### config.mk
export PLATFORM = sky130hd
export DESIGN_NAME = i2s_port
export DESIGN_NICKNAME = d
export VERILOG_FILES = /design/src/rtl/i2s_port.sv
export SDC_FILE = /design/constraint.sdc
export NUM_CORES = 1
export LEC_CHECK = 0
export ABC_CLOCK_PERIOD_IN_PS = 4500
export BUFFER_PORTS_ARGS = -buffer_cell sky130_fd_sc_hd__buf_2
export CORE_MARGIN = 2
export CORE_UTILIZATION = 23
export CTS_CLUSTER_SIZE = 30
export DETAILED_ROUTE_END_ITERATION = 12
export GPL_ROUTABILITY_DRIVEN = 0
export GPL_TIMING_DRIVEN = 0
export PLACE_DENSITY = 0.41
export SLEW_MARGIN = 20
export SYNTH_ARGS = -nofsm -noshare
export SYNTH_HDL_FRONTEND = slang
export SYNTH_SLANG_ARGS = --single-unit
### constraint.sdc
create_clock -name clk -period 4.5 [get_ports clk]
set_clock_uncertainty 0.05 [all_clocks]
set_input_delay 0.225 -clock clk [delete_from_list [all_inputs] [get_ports clk]]
set_output_delay 0.225 -clock clk [all_outputs]
set_load 0.005 [all_outputs]
### src/rtl/i2s_port.sv
module i2s_port #(
  parameter int SW = 24
) (
  input  logic          clk,
  input  logic          rst_n,
  input  logic [1:0]    cfg_len,
  input  logic [1:0]    cfg_fmt,
  input  logic          cfg_lr_inv,
  input  logic [1:0]    cfg_dir,
  input  logic [1:0]    cfg_ratio,
  input  logic          tx_valid,
  output logic          tx_ready,
  input  logic [SW-1:0] tx_left,
  input  logic [SW-1:0] tx_right,
  output logic          rx_valid,
  input  logic          rx_ready,
  output logic [SW-1:0] rx_left,
  output logic [SW-1:0] rx_right,
  output logic          bclk_o,
  output logic          lrck_o,
  output logic          sd_o,
  input  logic          sd_i
);
  localparam int SLOTS = 64;
  localparam int SLW = $clog2(SLOTS);
  localparam int IW = $clog2(SW);
  localparam int CW = 4;

  logic           run, bfull, pol_q;
  logic [1:0]     len_q, fmt_q, dir_q, rat_q;
  logic [CW-1:0]  cnt, div, half;
  logic [SLW-1:0] slot;
  logic [SW-1:0]  buf_l, buf_r, act_l, act_r, sh_l, sh_r, sh_base, sh_next;
  logic [5:0]     nb, kk;
  logic [IW-1:0]  idx;
  logic           hit, legal, on, tx_en, rx_en, last, fend, bound, rise, take, bit_tx;

  always_comb begin
    case (rat_q)
      2'd0:    div = 4'd4;
      2'd1:    div = 4'd8;
      2'd2:    div = 4'd6;
      default: div = 4'd12;
    endcase
  end

  always_comb begin
    case (len_q)
      2'd1:    nb = 6'd8;
      2'd2:    nb = 6'd24;
      default: nb = 6'd16;
    endcase
  end

  assign half = div >> 1;
  assign kk   = {1'b0, slot[4:0]};

  always_comb begin
    hit = 1'b0;
    idx = '0;
    case (fmt_q)
      2'd0: begin hit = (kk != 6'd0) && (kk <= nb); idx = IW'(nb - kk); end
      2'd1: begin hit = kk < nb; idx = IW'(nb - 6'd1 - kk); end
      2'd2: begin hit = kk >= (6'd32 - nb); idx = IW'(6'd31 - kk); end
      default: ;
    endcase
  end

  assign legal = (len_q != 2'd3) && (fmt_q != 2'd3) && (dir_q != 2'd3);
  assign on    = run && legal;
  assign tx_en = (dir_q == 2'd0) || (dir_q == 2'd2);
  assign rx_en = (dir_q == 2'd1) || (dir_q == 2'd2);
  assign last  = cnt == div - 4'd1;
  assign fend  = last && (&slot);
  assign bound = !run || fend;
  assign rise  = cnt == half - 4'd1;
  assign take  = (cfg_len != 2'd3) && (cfg_fmt != 2'd3) &&
                 ((cfg_dir == 2'd0) || (cfg_dir == 2'd2));

  assign bit_tx  = hit && (slot[SLW-1] ? act_r[idx] : act_l[idx]);
  assign sh_base = (kk == 6'd0) ? '0 : (slot[SLW-1] ? sh_r : sh_l);
  assign sh_next = hit ? {sh_base[SW-2:0], sd_i} : sh_base;

  assign bclk_o   = on && (cnt >= half);
  assign lrck_o   = on && (slot[SLW-1] ^ pol_q);
  assign sd_o     = on && tx_en && bit_tx;
  assign tx_ready = !bfull;

  always_ff @(posedge clk or negedge rst_n) begin
    if (!rst_n) begin
      run   <= 1'b0;
      cnt   <= '0;
      slot  <= '0;
      len_q <= '0;
      fmt_q <= '0;
      dir_q <= '0;
      rat_q <= '0;
      pol_q <= 1'b0;
    end else if (bound) begin
      run   <= 1'b1;
      cnt   <= '0;
      slot  <= '0;
      len_q <= cfg_len;
      fmt_q <= cfg_fmt;
      dir_q <= cfg_dir;
      rat_q <= cfg_ratio;
      pol_q <= cfg_lr_inv;
    end else begin
      cnt <= last ? '0 : cnt + 1'b1;
      if (last) slot <= slot + 1'b1;
    end
  end

  always_ff @(posedge clk or negedge rst_n) begin
    if (!rst_n) begin
      bfull <= 1'b0;
      buf_l <= '0;
      buf_r <= '0;
      act_l <= '0;
      act_r <= '0;
    end else begin
      if (bound && take) begin
        act_l <= bfull ? buf_l : '0;
        act_r <= bfull ? buf_r : '0;
        bfull <= 1'b0;
      end
      if (tx_valid && !bfull) begin
        buf_l <= tx_left;
        buf_r <= tx_right;
        bfull <= 1'b1;
      end
    end
  end

  always_ff @(posedge clk or negedge rst_n) begin
    if (!rst_n) begin
      sh_l     <= '0;
      sh_r     <= '0;
      rx_valid <= 1'b0;
      rx_left  <= '0;
      rx_right <= '0;
    end else begin
      if (on && rx_en && rise) begin
        if (slot[SLW-1]) sh_r <= sh_next;
        else             sh_l <= sh_next;
      end
      if (rx_valid && rx_ready) rx_valid <= 1'b0;
      if (on && rx_en && fend) begin
        rx_valid <= 1'b1;
        rx_left  <= sh_l;
        rx_right <= sh_r;
      end
    end
  end
endmodule


# == Yosys cells after proc, flatten, opt, wreduce, memory -nomap -nowiden ==
# Index checks and enable logic that the tools add are counted.
# word_totals
regBits,214
in_bits,62
output_inout_bits,53
elab_cells,108
# classes
addsub,9
n_lt_le_gt_ge,5
eq_ne,16
n_mux,22
n_bitwise,2
reduce_logical,36
# ops
op,count
24-bit two-way mux,5
1-bit logical AND,18
5-bit case mux with 3 select lines,1
6-bit two-way mux,2
4-bit case mux with 3 select lines,1
1-bit binary-select mux with 5-bit select,2
2-bit equality test (second input constant),5
2-bit != test (second input constant),5
5-bit case mux with 2 select lines,1
5-bit subtractor,2
2-bit by 1-bit equality test with 1-bit output (second input constant),4
4-bit equality test,2
2-bit logical NOT,4
4-bit two-way mux,2
1-bit two-way mux,7
6-bit by 1-bit adder with 6-bit output (second input constant),1
5-bit by 6-bit greater-or-equal comparator with 1-bit output,1
5-bit by 6-bit less-or-equal comparator with 1-bit output,1
6-bit logical NOT,1
5-bit by 6-bit less-than comparator with 1-bit output,1
5-bit by 6-bit less-than comparator with 1-bit output (second input constant),1
6-bit AND reduction,1
2-bit nonzero test,3
6-bit nonzero test,1
13 further kinds,18

# == Longest topological paths before layout ==
# logic_depth
word_depth,10
ltp_mapped,13
depth_no_buf,12

# == Least setup slack after synthesis ==
# Ideal clock, no wire load.
# synth_path
kind,register to output
start,register slot[0]
end,output sd_o
arrival_time_ns,2.954
required_ns,4.225
slack_ns,1.271
path_stages_with_launch,13
cell_sequence,dfrtp_1 clkbuf_1 inv_2 clkbuf_1 ha_1 nor3b_2 a21o_1 buf_6 mux4_2 nor3b_2 a311oi_1 and4b_1 nor4_2
# synth_between
elab_chain_cells,7
elab_cells_between_ends,17
cone_classes,add/sub (3); order compare (3); mux (7); reduce/logical (4)
# synth_rtl
item,line_no,source
start: declaration,32,logic [SLW-1:0] slot;
start signal: assignment,110,if (last) slot <= slot + 1'b1;
"5-bit subtractor, on equally long branches","64, 62, 63",
5-bit case mux with 3 select lines,61,case (fmt_q)
1-bit binary-select mux with 5-bit select,80,assign bit_tx = hit && (slot[SLW-1] ? act_r[idx] : act_l[idx]);
1-bit two-way mux (implied by the code),80,
1-bit two-way mux,80,
1-bit logical AND (*),80,
1-bit logical AND (*),86,assign sd_o = on && tx_en && bit_tx;
end: declaration,21,"output logic sd_o,"
# Mark *: on every way between the ends. The rest lies on a longest branch, timed or not. The select of a mux whose other input is x is not followed.

# == Final worst setup path ==
# Ends and elaborated chain as after synthesis.

==> results.json <==
{
  "initial_utilization_pct": 23.4,
  "startpoint": "slot[0]$_DFFE_PN0P_",
  "die-height_um": 206,
  "powerDensity_nw_per_um2": 474,
  "synthArstFlopShare_pct": 100,
  "h-tree-depth": 1,
  "wl_mm": 23.3,
  "multi_input_area_um2": 3730,
  "synthAdderAreaFrac_pct": 2.81,
  "fin_nets": 1084,
  "grt_pass1_vias": 6922,
  "drt-wirelength-per-cell_um": 15.1,
  "regArea_um2": 5360,
  "crit_chain": "clkbuf_1, inv_2, ha_1, nor3b_4, a21o_1, buf_6, mux4_2, nand2_1, o311a_1, o41a_1, nor4_2, buf_2",
  "gr-usage-all-layers_pct": 11.3,
  "start_kind": "flip-flop",
  "yosys.area_share.simple_pct": 8.78,
  "num_rows": 73,
  "clk-insertion-delay-late_ps": 540,
  "reg2reg_setup_slack_ps": 1270,
  "syn_avg_cell_area_um2": 11.7,
  "synth_area_leader_cell": "dfrtp_1",
  "fill_cells": 4096,
  "n_antenna_cell": 0,
  "relSlewSlack_pct": 50.5,
  "grt_pass1_wl_mm": 38.1,
  "tritoncts": "done",
  "drc": 0,
  "synth_top_family_by_area": "multiplexers",
  "fin_util_pct": 30.3,
  "setup_viol": 0,
  "fin_crit_sh_pct": 93.3,
  "antenna_found_initial": 0,
  "viasPerCell": 4.29,
  "syn_area_um2": 9360,
  "critPathMaxFanout": 15,
  "finalCriticalPeriod_ps": 4200,
  "die_w_um": 206,
  "worstPathArrival_ps": 3920,
  "netlist_instances": 797,
  "hold_violations": 0,
  "hold_class": "in2async",
  "rr_worst_depth": 10,
  "cts.sink_count": 214,
  "root_buffer": "clkbuf_16",
  "tightest_slew_ps": 738,
  "synth_compound_area_share_pct": 12.1,
  "dp_hpwl_mm": 16.3,
  "synthXorXnorAreaFrac_pct": 1.67,
  "crit_path_end_kind": "primary output",
  "path_class": "reg2out",
  "core_area_um2": 39900,
  "synth_warnings": 0,
  "outcome": "complete, no violations",
  "r2r-start": "rat_q[0]$_DFFE_PN0N_",
  "vias": 6601,
  "crit_path_top_delay_cell": "ha_1",
  "clkTransAtPathRegs_ps": 50,
  "drtIter0Drc": 247,
  "dpl.cell_count": 1438,
  "synth_nets": 880,
  "synthMuxAreaShare_pct": 14.4,
  "netlist.area_leader.share_pct": 57.2,
  "drive_above_1_share_pct": 28.1,
  "synth_edf_count": 0,
  "maxCapViolCount": 0,
  "maxClockFrequency_ghz": 0.238,
  "ys_types": 57,
  "fin_cells": 1540,
  "ys_ff_latch": 214,
  "critPathCapture": "sd_o",
  "max_stage_delay_ps": 460,
  "rsz0062_at_grt": "no",
  "numCtsBuffers": 26,
  "grt_start_max_net_pins": 91,
  "clockBufferDepth": 3,
  "drtPass1Iterations": 4,
  "drv_slew": 0,
  "ir_drop_mv": 0.297,
  "io_pins": 115,
  "p_leak_nw": 5.75,
  "ys_seq_area_share_pct": 57.2,
  "final_common_cell": "dfrtp_1",
  "reg2reg_to": "act_r[20]$_DFFE_PN0P_",
  "ant_nets": 0,
  "portBuffers": 114,
  "die-area_um2": 42300,
  "synthTopCellsByArea": "dfrtp_1, mux2_2, nand2_1",
  "cp.required_ps": 4220,
  "dominantRegCellSynth": "dfrtp_1",
  "final_cell_mix": "dfrtp_1, nand2_1, buf_2",
  "area_growth_pct": 29.1,
  "grt.overflow.total": 0
}
[cell families (layout without fill, tap and decap cells)]
logic type      Yosys count  after routing
mux                     119            119
flops                   214            214
compound gates          169            169
fa+ha+maj                21             21
other cells               1              1
simple gates            189            189
buf+inv                  67            285
xor+xnor                 17             17
[flip-flops by register name, indices dropped and copies added, names as in the netlist]
signal	count
sh_l	24
len_q	2
rx_valid	1
buf_r	24
cnt	4
buf_l	24
rx_right	24
rx_left	24
bfull	1
sh_r	24
rat_q	2
pol_q	1
fmt_q	2
dir_q	2
act_l	24
slot	6
act_r	24
run	1
[layout make-up]
| cell class | instances | share of cell area, % |
|---|---|---|
| Tap cell | 525 | 5.44 |
| Timing Repair Buffer | 177 | 10.3 |
| Clock inverter | 6 | 0.580 |
| Multi-Input combinational cell | 516 | 30.9 |
| Clock buffer | 36 | 6.19 |
| Sequential cell | 214 | 44.3 |
| Buffer | 47 | 1.68 |
| Inverter | 19 | 0.590 |
[power by group]
part	switching (W)	internal [W]	total, W
Combinational	0.000559	0.000543	0.00110
Sequential	0.000255	0.00235	0.00260
Clock	0.000807	0.00121	0.00201
[through the flow]
step                      setup WS, ps  TNS [ps]  area, um^2  total power, W  hold slack [ps]
after CTS                          234         0       12100         0.00584             97.4
after global routing               114         0       12100         0.00611              133
after detailed placement           263         0       10700         0.00373             98.7
final                              301         0       12100         0.00572              116
after global placement            -950   -196100       10600         0.00371              372
after floorplan                   1270         0        9360         0.00334             -121
[how the worst min path moves through the flow]
stage	from	end	slack, ps	depth (start not counted)
2_1_floorplan	rst_n	act_l[0]$_DFFE_PN0P_	-120	0
3_3_place_gp	rx_ready	rx_valid$_DFFE_PN0P_	370	2
3_5_place_dp	rst_n	rx_right[8]$_DFFE_PN0P_	100	1
4_1_cts	rst_n	rx_right[7]$_DFFE_PN0P_	100	2
5_1_grt	rst_n	rx_right[7]$_DFFE_PN0P_	130	2
6_report	rst_n	rx_right[8]$_DFFE_PN0P_	120	2
[per-layer routing]
layer  vias up  GRT usage, %  wire [um]
met5         -             0          0
met4         0          2.65        478
met3        38          2.17        925
met2       113          19.1      11000
met1      3235          14.8      10900
li1       3215             -          -
[worst max-delay path: cells and delay by family (launching register included)]
| kind | cells | cell delay, ps |
|---|---|---|
| AO/OA/AOI/OAI | 3 | 630 |
| adder cells (fa/ha/maj) | 1 | 460 |
| buffers and inverters | 4 | 940 |
| flip-flops | 1 | 340 |
| multiplexers | 1 | 360 |
| AND/OR/NAND/NOR | 3 | 650 |
[synth_stat cells, drive strengths merged, types with 5 or more instances]
library cell / count
nor2: 25
nand3: 6
dfrtp: 214
nor2b: 6
clkbuf: 33
o21ai: 64
a22oi: 5
inv: 19
a21oi: 18
mux2: 104
buf: 15
mux2i: 13
xnor2: 10
o211ai: 5
a22o: 44
xor2: 7
nand2: 127
o22ai: 7
ha: 21
[what timing repair did]
action	CTS	global route
hold buffers	60	0
resized for setup	1	0
buffers inserted	1	0
endpoints found under the hold margin	236	0
endpoints found under the setup margin	1	0
Note: power is estimated with default switching activity, not from simulation.
